--- src/rtl/alu8_pkg.sv ---
package alu8_pkg;
  localparam int DW  = 8;
  localparam int OPW = 5;

  // status word bit positions
  localparam int SB_C = 0;
  localparam int SB_Z = 1;
  localparam int SB_N = 2;
  localparam int SB_V = 3;
  localparam int SB_S = 4;
  localparam int SB_H = 5;
  localparam int SB_T = 6;
  localparam int SB_I = 7;

  typedef enum logic [OPW-1:0] {
    OP_ADD  = 5'd0,  OP_ADDC = 5'd1,  OP_SUB  = 5'd2,  OP_SUBC = 5'd3,
    OP_AND  = 5'd4,  OP_OR   = 5'd5,  OP_XOR  = 5'd6,  OP_INV  = 5'd7,
    OP_NEG  = 5'd8,  OP_INC  = 5'd9,  OP_DEC  = 5'd10, OP_SHL  = 5'd11,
    OP_SHR  = 5'd12, OP_RCL  = 5'd13, OP_RCR  = 5'd14, OP_SAR  = 5'd15,
    OP_NSW  = 5'd16
  } alu_op_e;

  localparam logic [7:0] M_ARITH = 8'b0011_1111; // H S V N Z C
  localparam logic [7:0] M_LOGIC = 8'b0001_1110; // S V N Z
  localparam logic [7:0] M_LOGC  = 8'b0001_1111; // S V N Z C
  localparam logic [7:0] M_NONE  = 8'b0000_0000;
endpackage

--- src/rtl/alu8_addsub.sv ---
module alu8_addsub
  import alu8_pkg::*;
#(
  parameter int W = DW
) (
  input  logic [OPW-1:0] op,
  input  logic [W-1:0]   a,
  input  logic [W-1:0]   b,
  input  logic           cin,
  input  logic           zin,
  output logic [W-1:0]   res,
  output logic           fh,
  output logic           fv,
  output logic           fn,
  output logic           fz,
  output logic           fc
);
  localparam int HB = W / 2;

  logic [W-1:0]  x, y;
  logic          ci, sub;
  logic [W:0]    full;
  logic [HB:0]   nib;

  always_comb begin
    x = a; y = b; ci = 1'b0; sub = 1'b0;
    case (op)
      OP_ADDC: ci = cin;
      OP_SUB:  sub = 1'b1;
      OP_SUBC: begin sub = 1'b1; ci = cin; end
      OP_NEG:  begin sub = 1'b1; x = '0; y = a; end
      OP_INC:  y = W'(1);
      OP_DEC:  begin sub = 1'b1; y = W'(1); end
      default: ;
    endcase
    if (sub) begin
      full = {1'b0, x} - {1'b0, y} - (W+1)'(ci);
      nib  = {1'b0, x[HB-1:0]} - {1'b0, y[HB-1:0]} - (HB+1)'(ci);
    end else begin
      full = {1'b0, x} + {1'b0, y} + (W+1)'(ci);
      nib  = {1'b0, x[HB-1:0]} + {1'b0, y[HB-1:0]} + (HB+1)'(ci);
    end
    res = full[W-1:0];
    fc  = full[W];
    fh  = nib[HB];
    fn  = res[W-1];
    if (sub) fv = (x[W-1] & ~y[W-1] & ~res[W-1]) | (~x[W-1] & y[W-1] & res[W-1]);
    else     fv = (x[W-1] & y[W-1] & ~res[W-1]) | (~x[W-1] & ~y[W-1] & res[W-1]);
    fz  = (res == '0);
    if (op == OP_SUBC) fz = fz & zin;
  end
endmodule

--- src/rtl/alu8_bitwise.sv ---
module alu8_bitwise
  import alu8_pkg::*;
#(
  parameter int W = DW
) (
  input  logic [OPW-1:0] op,
  input  logic [W-1:0]   a,
  input  logic [W-1:0]   b,
  output logic [W-1:0]   res,
  output logic           fn,
  output logic           fz
);
  localparam int HB = W / 2;

  always_comb begin
    case (op)
      OP_AND:  res = a & b;
      OP_OR:   res = a | b;
      OP_XOR:  res = a ^ b;
      OP_INV:  res = ~a;
      OP_NSW:  res = {a[HB-1:0], a[W-1:HB]};
      default: res = a;
    endcase
    fn = res[W-1];
    fz = (res == '0);
  end
endmodule

--- src/rtl/alu8_shifter.sv ---
module alu8_shifter
  import alu8_pkg::*;
#(
  parameter int W = DW
) (
  input  logic [OPW-1:0] op,
  input  logic [W-1:0]   a,
  input  logic           cin,
  output logic [W-1:0]   res,
  output logic           fv,
  output logic           fn,
  output logic           fz,
  output logic           fc
);
  always_comb begin
    case (op)
      OP_SHL:  begin res = {a[W-2:0], 1'b0};     fc = a[W-1]; end
      OP_RCL:  begin res = {a[W-2:0], cin};      fc = a[W-1]; end
      OP_SHR:  begin res = {1'b0, a[W-1:1]};     fc = a[0];   end
      OP_RCR:  begin res = {cin, a[W-1:1]};      fc = a[0];   end
      OP_SAR:  begin res = {a[W-1], a[W-1:1]};   fc = a[0];   end
      default: begin res = a;                    fc = cin;    end
    endcase
    fn = res[W-1];
    fz = (res == '0);
    fv = fn ^ fc;
  end
endmodule

--- src/rtl/alu8_core.sv ---
module alu8_core
  import alu8_pkg::*;
#(
  parameter int W = DW
) (
  input  logic           clk,
  input  logic           rst_n,
  input  logic           in_valid,
  output logic           in_ready,
  input  logic [OPW-1:0] in_op,
  input  logic [W-1:0]   in_a,
  input  logic [W-1:0]   in_b,
  input  logic [7:0]     in_sreg,
  output logic           out_valid,
  input  logic           out_ready,
  output logic [W-1:0]   out_result,
  output logic [7:0]     out_sreg
);
  localparam int HB = W / 2;

  logic [W-1:0] as_res, bw_res, sh_res, nx_res;
  logic as_h, as_v, as_n, as_z, as_c;
  logic bw_n, bw_z;
  logic sh_v, sh_n, sh_z, sh_c;
  logic [7:0] mask, nf, nx_sreg;
  logic fh, fv, fn, fz, fc;
  logic take;

  alu8_addsub #(.W(W)) u_addsub (
    .op(in_op), .a(in_a), .b(in_b), .cin(in_sreg[SB_C]), .zin(in_sreg[SB_Z]),
    .res(as_res), .fh(as_h), .fv(as_v), .fn(as_n), .fz(as_z), .fc(as_c));

  alu8_bitwise #(.W(W)) u_bitwise (
    .op(in_op), .a(in_a), .b(in_b), .res(bw_res), .fn(bw_n), .fz(bw_z));

  alu8_shifter #(.W(W)) u_shifter (
    .op(in_op), .a(in_a), .cin(in_sreg[SB_C]),
    .res(sh_res), .fv(sh_v), .fn(sh_n), .fz(sh_z), .fc(sh_c));

  always_comb begin
    nx_res = in_a; mask = M_NONE;
    fh = 1'b0; fv = 1'b0; fn = 1'b0; fz = 1'b0; fc = 1'b0;
    case (in_op)
      OP_ADD, OP_ADDC, OP_SUB, OP_SUBC, OP_NEG: begin
        nx_res = as_res; mask = M_ARITH;
        fh = as_h; fv = as_v; fn = as_n; fz = as_z; fc = as_c;
      end
      OP_INC, OP_DEC: begin
        nx_res = as_res; mask = M_LOGIC;
        fv = as_v; fn = as_n; fz = as_z;
      end
      OP_AND, OP_OR, OP_XOR: begin
        nx_res = bw_res; mask = M_LOGIC;
        fn = bw_n; fz = bw_z;
      end
      OP_INV: begin
        nx_res = bw_res; mask = M_LOGC;
        fn = bw_n; fz = bw_z; fc = 1'b1;
      end
      OP_NSW: nx_res = bw_res;
      OP_SHL, OP_SHR, OP_RCL, OP_RCR, OP_SAR: begin
        nx_res = sh_res; mask = M_LOGC;
        fv = sh_v; fn = sh_n; fz = sh_z; fc = sh_c;
      end
      default: ;
    endcase
    nf = {2'b00, fh, fn ^ fv, fv, fn, fz, fc};
    nx_sreg = (in_sreg & ~mask) | (nf & mask);
  end

  assign in_ready = !out_valid || out_ready;
  assign take     = in_valid && in_ready;

  always_ff @(posedge clk or negedge rst_n) begin
    if (!rst_n) begin
      out_valid  <= 1'b0;
      out_result <= '0;
      out_sreg   <= '0;
    end else begin
      if (take) begin
        out_valid  <= 1'b1;
        out_result <= nx_res;
        out_sreg   <= nx_sreg;
      end else if (out_ready) begin
        out_valid  <= 1'b0;
      end
    end
  end

  // an accepted request produces a result on the next cycle
  a_r1_result_follows: assert property (@(posedge clk) disable iff (!rst_n)
    take |=> out_valid);

  // a stalled result does not move
  a_r2_stall_hold: assert property (@(posedge clk) disable iff (!rst_n)
    out_valid && !out_ready |=> out_valid && $stable(out_result) && $stable(out_sreg));

  // I and T pass through
  a_r3_it_pass: assert property (@(posedge clk) disable iff (!rst_n)
    take |=> out_sreg[7:6] == $past(in_sreg[7:6]));

  // sign flag consistency for flag-writing codes
  a_r3_sign_rule: assert property (@(posedge clk) disable iff (!rst_n)
    take && (in_op <= OP_SAR) |=> out_sreg[SB_S] == (out_sreg[SB_N] ^ out_sreg[SB_V]));

  // increment and decrement keep C and H
  a_r8_keep_ch: assert property (@(posedge clk) disable iff (!rst_n)
    take && (in_op == OP_INC || in_op == OP_DEC) |=>
      out_sreg[SB_C] == $past(in_sreg[SB_C]) && out_sreg[SB_H] == $past(in_sreg[SB_H]));

  // nibble swap leaves the status word alone
  a_r11_swap_flags: assert property (@(posedge clk) disable iff (!rst_n)
    take && in_op == OP_NSW |=>
      out_sreg == $past(in_sreg) && out_result == {$past(in_a[HB-1:0]), $past(in_a[W-1:HB])});
endmodule

--- config.mk ---
export PLATFORM = sky130hd
export DESIGN_NAME = alu8_core
export DESIGN_NICKNAME = d
export VERILOG_FILES = /design/src/rtl/alu8_pkg.sv /design/src/rtl/alu8_addsub.sv /design/src/rtl/alu8_bitwise.sv /design/src/rtl/alu8_shifter.sv /design/src/rtl/alu8_core.sv
export SDC_FILE = /design/constraint.sdc
export NUM_CORES = 1
export LEC_CHECK = 0
export ABC_CLOCK_PERIOD_IN_PS = 1520
export BUFFER_PORTS_ARGS = -buffer_cell sky130_fd_sc_hd__buf_2
export CORE_ASPECT_RATIO = 2
export CORE_MARGIN = 10
export CORE_UTILIZATION = 60
export DETAILED_ROUTE_END_ITERATION = 7
export PLACE_DENSITY = 0.83
export SETUP_SLACK_MARGIN = 0.2
export SLEW_MARGIN = 15
export SYNTH_ARGS = -nofsm -noshare
export SYNTH_HDL_FRONTEND = slang
export SYNTH_HIERARCHICAL = 1
export SYNTH_SLANG_ARGS = --single-unit
export TNS_END_PERCENT = 5
--- constraint.sdc ---
create_clock -name clk -period 1.52 [get_ports clk]
set_input_delay 0.076 -clock clk [delete_from_list [all_inputs] [get_ports clk]]
set_output_delay 0.076 -clock clk [all_outputs]
set_load 0.01 [all_outputs]
==> results of run 1 <==
cells by family after synthesis:
group,Yosys count,share of synthesized area
fa+ha+maj,41,0.1554
mux,11,0.03616
flops,17,0.1217
xor+xnor,12,0.03222
buf+inv,72,0.09452
simple gates,151,0.2413
compound gates,138,0.3187
registers in the layout, summed over array words and instances, names as in the netlist:
| register | count |
|---|---|
| out_valid | 1 |
| out_sreg | 8 |
| out_result | 8 |
power breakdown:
part	internal, mW	switching (mW)
Clock	0.352	0.174
Combinational	0.962	1.11
Sequential	0.528	0.0429
Total	1.84	1.33
critical path: stages:
cell and delay, ns:
clkbuf_4 0.17, buf_12 0.15, nor3_4 0.26, buf_4 0.17, buf_4 0.11, a22o_4 0.15, ha_1 0.26, inv_1 0.11
ha_1 0.27, o21ai_0 0.14, nand2b_1 0.11, o41ai_2 0.07, xor2_1 0.32, mux2i_1 0.24, mux2i_1 0.09, a32o_2 0.26
a211o_1 0.27, nand3_1 0.07
metrics by stage:
step	util	cells
finish	0.8821	668
CTS	0.8718	667
floorplan	-	442
detailed placement	0.8420	660
global placement	0.8420	660
global route	0.8821	668
metal layers:
layer,up-vias,part of all wire,GRT usage
li1,1973,-,-
met1,2166,0.32,0.2879
met2,386,0.51,0.5403
met3,144,0.079,0.03798
met4,0,0.085,0.1929
met5,-,0,0
path summary, 6_finish.rpt:
| check | end | slack, ns | cells after the start |
|---|---|---|---|
| setup reg to reg | out_result[3] | 0.03 | 5 |
| max in group asynchronous | out_result[4] | 0.97 | 2 |
| setup / recovery | out_sreg[4] | -1.62 | 18 |
| min in group asynchronous | out_sreg[4] | 0.28 | 2 |
| hold reg to reg | out_sreg[7] | 0.49 | 2 |
| hold / removal | out_sreg[7] | 0.05 | 3 |
cell type report:
| type | count | area (um2) |
|---|---|---|
| fillers | 298 | 673.1 |
| well taps | 61 | 76.32 |
| clock inverters | 1 | 5.005 |
| multi-input cells | 353 | 2960 |
| repair buffers | 185 | 1314 |
| flip-flops and latches | 17 | 425.4 |
| inverters | 48 | 180.2 |
| clock buffers | 3 | 75.07 |
cell usage in the layout, fill, tap and decap left out, types with 4 or more instances in the layout:
master,n
nand4_1,6
ha_1,32
buf_4,130
a32oi_1,4
xor2_1,4
nor2b_1,12
a21oi_1,20
and2_1,5
xnor2_1,7
o211ai_1,5
nor2_1,37
a31oi_1,9
buf_6,4
nor4b_1,4
a222oi_1,4
inv_1,46
o21ai_0,15
a22o_1,4
nand2b_1,6
mux2i_1,7
dfrtp_1,17
o22a_1,6
a221oi_2,5
nand2_1,32
o22ai_1,7
nand3_1,5
o21ai_1,5
buf_2,47
ha_4,4
timing repair:
action / CTS / global route
setup buffers: 2 / 1
endpoints found under the hold margin: 17 / 0
hold buffers: 1 / 0
gates resized for setup: 15 / 12
pin swaps: 12 / 7
gates cloned: 0 / 0
endpoints found under the setup margin: 14 / 16
==> reports/results.tsv, run 1 <==
metric	value	unit
clock.fmax	318.9	MHz
ys_top_cells_by_count	47 x inv_1, 38 x nor2_1, 37 x ha_1, 34 x nand2_1, 23 x a21oi_1	
startpoint	in_op[1]	
io_buffer_count	50	
yosysTopAreaCellShare	0.1325	
finalSetupViolations	14	
synth_cells	442	
final_area	5036	um2
synth_enable_flop_cells	0	
drv_slew	0	
clk_latency	0.25	ns
fin_nets	682	
leakage	2.465	nW
viasPerCell	6.990	
drive_gt1_frac	0.4168	
ir_worst_vdd	0.001074	V
dieArea	9462	um2
grt_max_degree	32	
post_drt_wl_per_cell	23.25	um
relSlewSlack	0.6818	
syn-mean-instance-area	7.906	um2
clock-sinks	17	
worst_slew_pin_slew	0.4774	ns
place_ws	-1.726	ns
synth.area.top_cells	ha_1 13%, dfrtp_1 12%, inv_1 5.0%, nor2_1 4.1%, nand2_1 3.7%	
drt_iter0_drc	655	
first_global_vias	4523	
wirelength	15.53	mm
fin_setup_tns	-17.52	ns
area_growth_syn_to_layout	44.11	%
die_h	127.9	um
critPathKind	in2reg	
fp-row-count	39	
drv_cap	0	
holdWs	0.05100	ns
startpoint_type	input pin	
finalWorstSetupSlack	-1.616	ns
h-tree-depth	1	
die_w	73.97	um
fin_crit	3.136	ns
grt_use_total	0.2945	
r2r-start	out_valid	
diodes	0	
ys_warn_count	6	
outcome	finished with violations	
antenna_found_initial	0	
violations	negative setup slack	
grt_remaining_overflow	0	
ioPinCount	51	
cts_buffers	3	
fp.coreArea	5709	um2
initial_core_util	0.6121	
placed_area	4807	um2
synth-seq-cells	17	
synth_flop_cell	dfrtp_1	
critical_path_required	1.71	ns
cts_tree	built	
dp_hpwl	10.93	mm
yosysMostFrequentCell	inv_1	
cp-end-kind	register	
critPathArrivalTime	3.32	ns
cp_max_fo	5	
drc	0	
dr.pass1.iters	6	
hold_violations	0	
min_path_type	in2reg	
fin_crit_sh	2.063	
rsz0062_at_grt	yes	
clkSlewWorstSetupHoldPaths	0.05	ns
clockRootBuffer	clkbuf_16	
power	3.173	mW
worstHoldStart	in_sreg[7]	
final.setup_skew	0.003149	ns
antenna_left	0	
vias	4669	
synthArstFlopShare	1.000	
syn_area	3495	um2
powerDensity	630.1	nW/um2
synth.distinct_cells	86	
place_congestion	1.020	
ys_seq_area_frac	0.1217	
synth_top_area_cell	ha_1	
syn_nets	516	
cts.path.max_buffers	2	
grt_pass1_wl	22.56	mm
(Power assumes the default switching activity.)
==> run 2: changes to the inputs <==
Settings changed: ABC_AREA from default to 1, REMOVE_ABC_BUFFERS from default to 1.
==> run 2 against run 1 <==
Against the previous run:
- the run now fails in 5_1_grt
- synthesized cell count is 40% higher
- synthesized area grew 2.3%
==> reports/results.tsv, run 2 <==
metric	value	unit	change
grt_remaining_overflow	8		
endpoint_type	sequential cell input		
synth_top_area_cell	nand2_1		
ys_top_cells_by_count	201 x nand2_1, 102 x inv_1, 54 x nand3_1, 51 x nor2_1, 37 x ha_1		
ys_warn_count	6		unchanged
syn_area	3573	um2	+2.3%
synth-seq-cells	17		unchanged
io_buffer_count	50		unchanged
grt_use_total	0.6044		
synth_enable_flop_cells	0		unchanged
outcome	aborted with a tool error		
syn-mean-instance-area	5.792	um2	-27%
error	[ERROR GRT-0232] Routing congestion too high. Check the congestion heatmap in the GUI.		
synth.distinct_cells	38		-56%
yosysMostFrequentCell	nand2_1		
synth.area.top_cells	nand2_1 21%, ha_1 13%, dfrtp_1 12%, inv_1 11%, nand3_1 7.6%		
grt_max_degree	21		
cts.path.max_buffers	2		unchanged
fp-row-count	39		unchanged
clockRootBuffer	clkbuf_16		
initial_core_util	0.6206		+0.008502
place_congestion	1.059		+3.8%
ys_seq_area_frac	0.1190		-0.002685
dp_hpwl	11.59	mm	+6.0%
cts_buffers	3		unchanged
die_h	129.1	um	+0.95%
synth_cells	617		+40%
h-tree-depth	1		unchanged
ioPinCount	51		unchanged
die_w	74.57	um	+0.82%
yosysTopAreaCellShare	0.2111		+0.07866
grt-worst-endpoint	out_sreg[0]$_DFFE_PN0P_/D		
clock-sinks	17		unchanged
synth_flop_cell	dfrtp_1		
synthArstFlopShare	1.000		unchanged
lastStage	5_1_grt		
-- run 2: cell types whose count changed after synthesis, moves of 11 or more --
cell,previous run,this run
nor2b_1,13,0
nand2_1,34,201
nand3_1,6,54
nor2_1,38,51
inv_1,47,102
nand4_1,6,17
-- run 2: cells by family after synthesis --
logic type / Yosys count / synth area share
buffers and inverters: 124 / 0.1453
DFF: 17 / 0.1190
AOI/OAI and AO/OA: 62 / 0.1026
and+or+nand+nor: 370 / 0.4737
xor gates and xnor gates: 3 / 0.007354
adders and majority gates: 41 / 0.1520
-- run 2: what timing repair did --
item | 4_1_cts
hold buffers | 1
buffers inserted | 7
pin swaps | 33
hold endpoints to repair | 17
endpoints found under the setup margin | 14
gates resized for setup | 87
-- run 2: per-stage QoR --
step | cells | util | instance area [um2] | setup slack [ns]
2_1_floorplan | 604 | - | 3471 | -1.366
3_3_place_gp | 845 | 0.8290 | 4773 | -1.538
3_5_place_dp | 845 | 0.8290 | 4773 | -1.604
4_1_cts | 857 | 0.9144 | 5265 | -0.9694
-- run 2: metal layers --
layer  GRT overflow  global-route usage
met1              0              0.5696
met3              0              0.4495
met5              0              0.1167
met4              5              0.6648
met2              3              0.7650
==> run 3: changes to the inputs <==
Settings changed: CORE_ASPECT_RATIO 2 to default, CORE_UTILIZATION 60 to 40, PLACE_DENSITY 0.83 to default, PLACE_DENSITY_LB_ADDON from default to 0.15, SETUP_SLACK_MARGIN 0.2 to default.
==> run 3 against run 2 <==
Against the previous run:
- the flow now finishes, with violations (negative setup slack)
- synthesized cell count is the same
- synthesized area did not move
==> reports/results.tsv, run 3 <==
metric	value	unit	change
outcome	finished with violations		
violations	negative setup slack		
critPathKind	in2reg		
top_regs	out_result (8), out_sreg (8), out_valid (1)		
synth_enable_flop_cells	0		unchanged
worst_slew_pin_slew	0.4210	ns	
synth.distinct_cells	38		unchanged
antenna_found_initial	0		
post_drt_wl_per_cell	14.94	um	
viasPerCell	5.096		
fin_crit	2.467	ns	
path_delay_family	simple AND/OR/NAND/NOR gates		
startpoint_type	input pin		
relSlewSlack	0.7190		
ioPinCount	51		unchanged
antenna_left	0		
worst-path-buf-inv	5		
synth_flop_cell	dfrtp_1		
min_path_type	in2reg		
ys_top_cells_by_count	201 x nand2_1, 102 x inv_1, 54 x nand3_1, 51 x nor2_1, 37 x ha_1		
io_buffer_count	50		unchanged
clock.fmax	405.4	MHz	
cts_buffers	3		unchanged
whs_path_depth	3		
first_global_vias	4553		
reg2reg_depth	6		
critical_path_required	1.71	ns	
cts.path.max_buffers	2		unchanged
powerDensity	534.8	nW/um2	
grt_max_degree	18		
cp-end-kind	register		
drive_gt1_frac	0.3857		
area_growth_syn_to_layout	50.18	%	
wirelength	13.51	mm	
clk_latency	0.25	ns	
fp.coreArea	8721	um2	
dr.pass1.iters	5		
syn-mean-instance-area	5.792	um2	unchanged
dp_hpwl	10.83	mm	-6.6%
grt_use_total	0.1964		
crit_chain	buf_6 > buf_6 > buf_4 > nor3_4 > nand3_2 > fa_2 > fa_2 > inv_2 > nand4_1 > o211ai_1 > nand2_1 > buf_4 > nand3_2 > nand4_1 > nor2_2 > nand2_1 > nand4_1 > nand2_1 > nand2_1		
clock-sinks	17		unchanged
finalWorstSetupSlack	-0.9466	ns	
cts_tree	built		
drv_cap	0		
layout_common_cells	192 x nand2_1, 133 x buf_4, 98 x inv_1		
place_congestion	0.9228		-13%
slowest_stage	fa_2		
fin_nets	871		
die_h	114.5	um	-11%
final_common_cell	nand2_1		
dieArea	13110	um2	
yosysMostFrequentCell	nand2_1		
initial_core_util	0.4098		-0.2108
h-tree-depth	1		unchanged
fp-row-count	34		-13%
slowest_delay	0.43	ns	
yosysTopAreaCellShare	0.2111		unchanged
drv_slew	0		
drt_iter0_drc	323		
leakage	3.019	nW	
fin_crit_sh	1.623		
grt_remaining_overflow	0		
synthArstFlopShare	1.000		unchanged
synth_cells	617		unchanged
grt_pass1_wl	21.46	mm	
synth-seq-cells	17		unchanged
die_w	114.5	um	+54%
vias	4607		
ir_worst_vdd	0.0002412	V	
clockRootBuffer	clkbuf_8		
syn_area	3573	um2	unchanged
synth_top_area_cell	nand2_1		
ys_warn_count	6		unchanged
diodes	0		
hold_violations	0		
finalSetupViolations	14		
synth.area.top_cells	nand2_1 21%, ha_1 13%, dfrtp_1 12%, inv_1 11%, nand3_1 7.6%		
fin_setup_tns	-10.62	ns	
clkSlewWorstSetupHoldPaths	0.06	ns	
worst-path-stages	19		
holdWs	0.02671	ns	
crit_top_cell	nand2_1		
rsz0062_at_grt	yes		
r2r_slack	0.16	ns	
ys_seq_area_frac	0.1190		unchanged
final.setup_skew	0.001769	ns	
drc	0		
critPathArrivalTime	2.66	ns	
cp_max_fo	2		
-- run 3: cell counts after synthesis --
Identical to the previous run, type by type.
-- run 3: cell families after synthesis --
| kind of cell | share of synthesized area |
|---|---|
| flops | 0.1190 |
| compound gates | 0.1026 |
| fa+ha+maj | 0.1520 |
| xor+xnor | 0.007354 |
| simple gates | 0.4737 |
| buf+inv | 0.1453 |
-- run 3: stage by stage --
step	total power, mW	worst slack [ns]	utilization	instance area [um2]	instances
after floorplan	1.424	-1.366	-	3471	604
after global placement	2.234	-1.443	0.5506	4802	888
after detailed placement	2.263	-1.545	0.5506	4802	888
after CTS	2.755	-0.9890	0.5882	5130	898
after global routing	3.107	-1.126	0.6154	5366	904
final	2.870	-0.9466	0.6154	5366	904
-- run 3: tightest hold or removal path: cells and delay by family --
family / cells / cell delay (ns)
buffers and inverters: 1 / 0.07
AND/OR/NAND/NOR: 2 / 0.09
-- run 3: where the power goes --
group          switching (mW)  internal (mW)
Clock                   0.143          0.186
Sequential             0.0389          0.530
Combinational            1.07          0.898
-- run 3: worst paths after layout --
| kind | startpoint | to |
|---|---|---|
| setup / recovery | in_op[4] | out_sreg[1] |
| hold / removal | in_sreg[7] | out_sreg[7] |
| setup reg to reg | out_valid | out_result[0] |
| hold reg to reg | out_result[6] | out_result[6] |
| max in group asynchronous | rst_n | out_sreg[4] |
| min in group asynchronous | rst_n | out_result[2] |
-- run 3: per-layer routing --
metal	vias up	part of all wire	GRT usage
met5	-	0	0
met4	0	0.024	0.06433
met3	27	0.062	0.02201
met2	148	0.48	0.3413
met1	2132	0.43	0.2445
li1	2300	-	-
-- run 3: layout make-up --
type / count / area (um2)
flip-flops and latches: 17 / 425.4
repair buffers: 188 / 1323
clock buffers: 4 / 45.04
inverters: 111 / 416.7
well taps: 108 / 135.1
fillers: 815 / 3354
multi-input cells: 476 / 3022
-- run 3: repair_timing --
item | 4_1_cts | 5_1_grt
endpoints found under the hold margin | 17 | 0
pin swaps | 27 | 30
hold buffers | 1 | 0
resized for setup | 58 | 41
setup endpoints to repair | 14 | 14
setup buffers | 5 | 6
==> run 4: changes to the inputs <==
Settings changed: ABC_AREA 1 to default, GPL_ROUTABILITY_DRIVEN from default to 0.
==> run 4 against run 3 <==
Against the previous run:
- the flow still finishes with violations (negative setup slack)
- sequential power down 1%
- via count down 12%
- global-route usage down 1.9 points
- cell count down 21%
- register-to-register slack better by 0.09 ns
- setup slack worse by 0.48 ns
- combinational power up 2%
- non-clock buffer count down 5
- routed wire length down 11%
- clock skew up 0.0029 ns
==> reports/results.tsv, run 4 (synthesis gave the netlist of run 1 again) <==
metric	value	unit	change
dp_hpwl	9.768	mm	-9.8%
crit_chain	buf_6 > nor2_4 > nand2_2 > a21o_4 > buf_6 > a22o_1 > ha_2 > inv_2 > ha_4 > buf_4 > a2111o_1 > and2_4 > xnor2_2 > mux2i_2 > a2111oi_4 > a222oi_1 > a31oi_1		
worst-path-stages	17		-2
finalSetupViolations	14		unchanged
outcome	finished with violations		
cp-end-kind	register		
fin_cells	713		-21%
whs_path_depth	3		unchanged
drt_iter0_drc	228		-29%
cts_buffers	3		unchanged
wirelength	12.04	mm	-11%
crit_top_cell	buf_6		
antenna_found_initial	0		unchanged
place_ws	-1.891	ns	-0.3463 ns
startpoint_type	input pin		
hold_violations	0		unchanged
viasPerCell	5.663		+11%
layout_common_cells	123 x buf_4, 48 x buf_2, 43 x inv_1		
first_global_vias	3925		-14%
place_inst	702		-21%
clockRootBuffer	clkbuf_8		
drv_slew	0		unchanged
reg2reg_depth	5		-1
initial_core_util	0.4067		-0.003087
area_growth_syn_to_layout	46.08	%	
drv_cap	0		unchanged
slowest_delay	0.39	ns	-0.04 ns
grt_use_total	0.1777		-0.01860
ioPinCount	51		unchanged
io_buffer_count	50		unchanged
finalWorstSetupSlack	-1.425	ns	-0.4784 ns
fin_nets	680		-22%
clock.fmax	339.6	MHz	-16%
fp.coreArea	8593	um2	-1.5%
holdWs	0.01947	ns	-0.007240 ns
cp_max_fo	4		+2
powerDensity	568.8	nW/um2	+6.3%
top_regs	out_result (8), out_sreg (8), out_valid (1)		
cts.path.max_buffers	2		unchanged
critPathKind	in2reg		
antenna_left	0		unchanged
path_delay_family	compound AO/OA/AOI/OAI gates		
clk_latency	0.25	ns	about the same
critPathArrivalTime	3.07	ns	+0.41 ns
violations	negative setup slack		
rsz0062_at_grt	yes		
fin_setup_tns	-15.98	ns	-5.363 ns
min_path_type	in2reg		
final.setup_skew	0.004663	ns	+0.002894 ns
vias	4038		-12%
leakage	2.447	nW	-19%
worst-path-buf-inv	4		-1
grt_remaining_overflow	0		unchanged
fin_crit_sh	1.937		+0.3147
final_common_cell	buf_4		
relSlewSlack	0.6974		-0.02155
diodes	0		unchanged
cts_tree	built		
clkSlewWorstSetupHoldPaths	0.07	ns	about the same
slowest_stage	a2111o_1		
clock-sinks	17		unchanged
worst_slew_pin_slew	0.4538	ns	+0.03279 ns
dieArea	12880	um2	-1.8%
h-tree-depth	1		unchanged
drive_gt1_frac	0.4281		+0.04242
fin_crit	2.945	ns	+0.4784 ns
die_w	113.5	um	-0.91%
die_h	113.5	um	-0.91%
grt_max_degree	37		+19
nFillCells	820		+0.61%
fp-row-count	34		unchanged
post_drt_wl_per_cell	16.89	um	+13%
drc	0		unchanged
critical_path_required	1.64	ns	-0.07 ns
grt_pass1_wl	19.44	mm	-9.4%
ir_worst_vdd	0.0002861	V	+19%
dr.pass1.iters	6		+1
==> run 4: cell count changes in the layout (fill, tap and decap cells not counted), sizes merged, moves of 8 or more <==
cell and delta:
nand2 -176, inv -63, nand3 -54, nor2 -26, nor2b +13, nand4 -11, mux2i +10, and2 +8
xnor2 +8
==> run 4: report_power, final <==
group          internal [mW]  switching (mW)  total [mW]  leakage (nW)
logic                   1.01            1.00        2.01          2.22
registers              0.526          0.0343       0.561         0.202
clock network          0.182           0.152       0.333        0.0255
==> run 4: area by class of cell <==
class	count	area [um2]	share of cell area
multi-input cells	353	2999	0.5875
repair buffers	183	1319	0.2583
flip-flops and latches	17	425.4	0.08333
inverters	48	180.2	0.03529
well taps	108	135.1	0.02647
clock buffers	3	41.29	0.008088
clock inverters	1	5.005	0.0009804
==> run 4: worst register-to-register path, stage by stage, from the launching register on <==
cell and delay (ns):
dfrtp_1 0.37, nand2b_1 0.14, and2_1 0.30, buf_12 0.17, o21ai_0 0.09, o21ai_1 0.13
==> run 4: timing repair <==
item | CTS | global route
endpoints found under the hold margin | 17 | 0
pin swaps | 22 | 15
hold buffers | 1 | 0
setup endpoints to repair | 14 | 14
buffers inserted | 4 | 2
gates resized for setup | 32 | 26
==> run 4: path summary, 6_finish.rpt <==
path                        startpoint             to  slack (ns)
min in group asynchronous        rst_n    out_sreg[1]        0.27
max reg2reg                  out_valid  out_result[7]        0.25
min                         in_sreg[6]    out_sreg[6]        0.02
min reg2reg                out_sreg[6]    out_sreg[6]        0.47
max                           in_op[2]    out_sreg[1]       -1.42
max in group asynchronous        rst_n  out_result[5]        0.97
==> run 4: stage by stage <==
stage / total power, mW / cell area [um2] / utilization
floorplan: 1.503 / 3344 / -
global placement: 2.339 / 4701 / 0.5470
detailed placement: 2.375 / 4701 / 0.5470
CTS: 2.815 / 4943 / 0.5753
global route: 3.137 / 5105 / 0.5941
finish: 2.904 / 5105 / 0.5941
==> run 4: routing by layer <==
metal | global-route usage | vias up | wire, um
li1 | - | 1959 | -
met1 | 0.2248 | 1916 | 5281
met2 | 0.3016 | 145 | 5667
met3 | 0.02625 | 18 | 798
met4 | 0.05668 | 0 | 293
met5 | 0 | - | 0
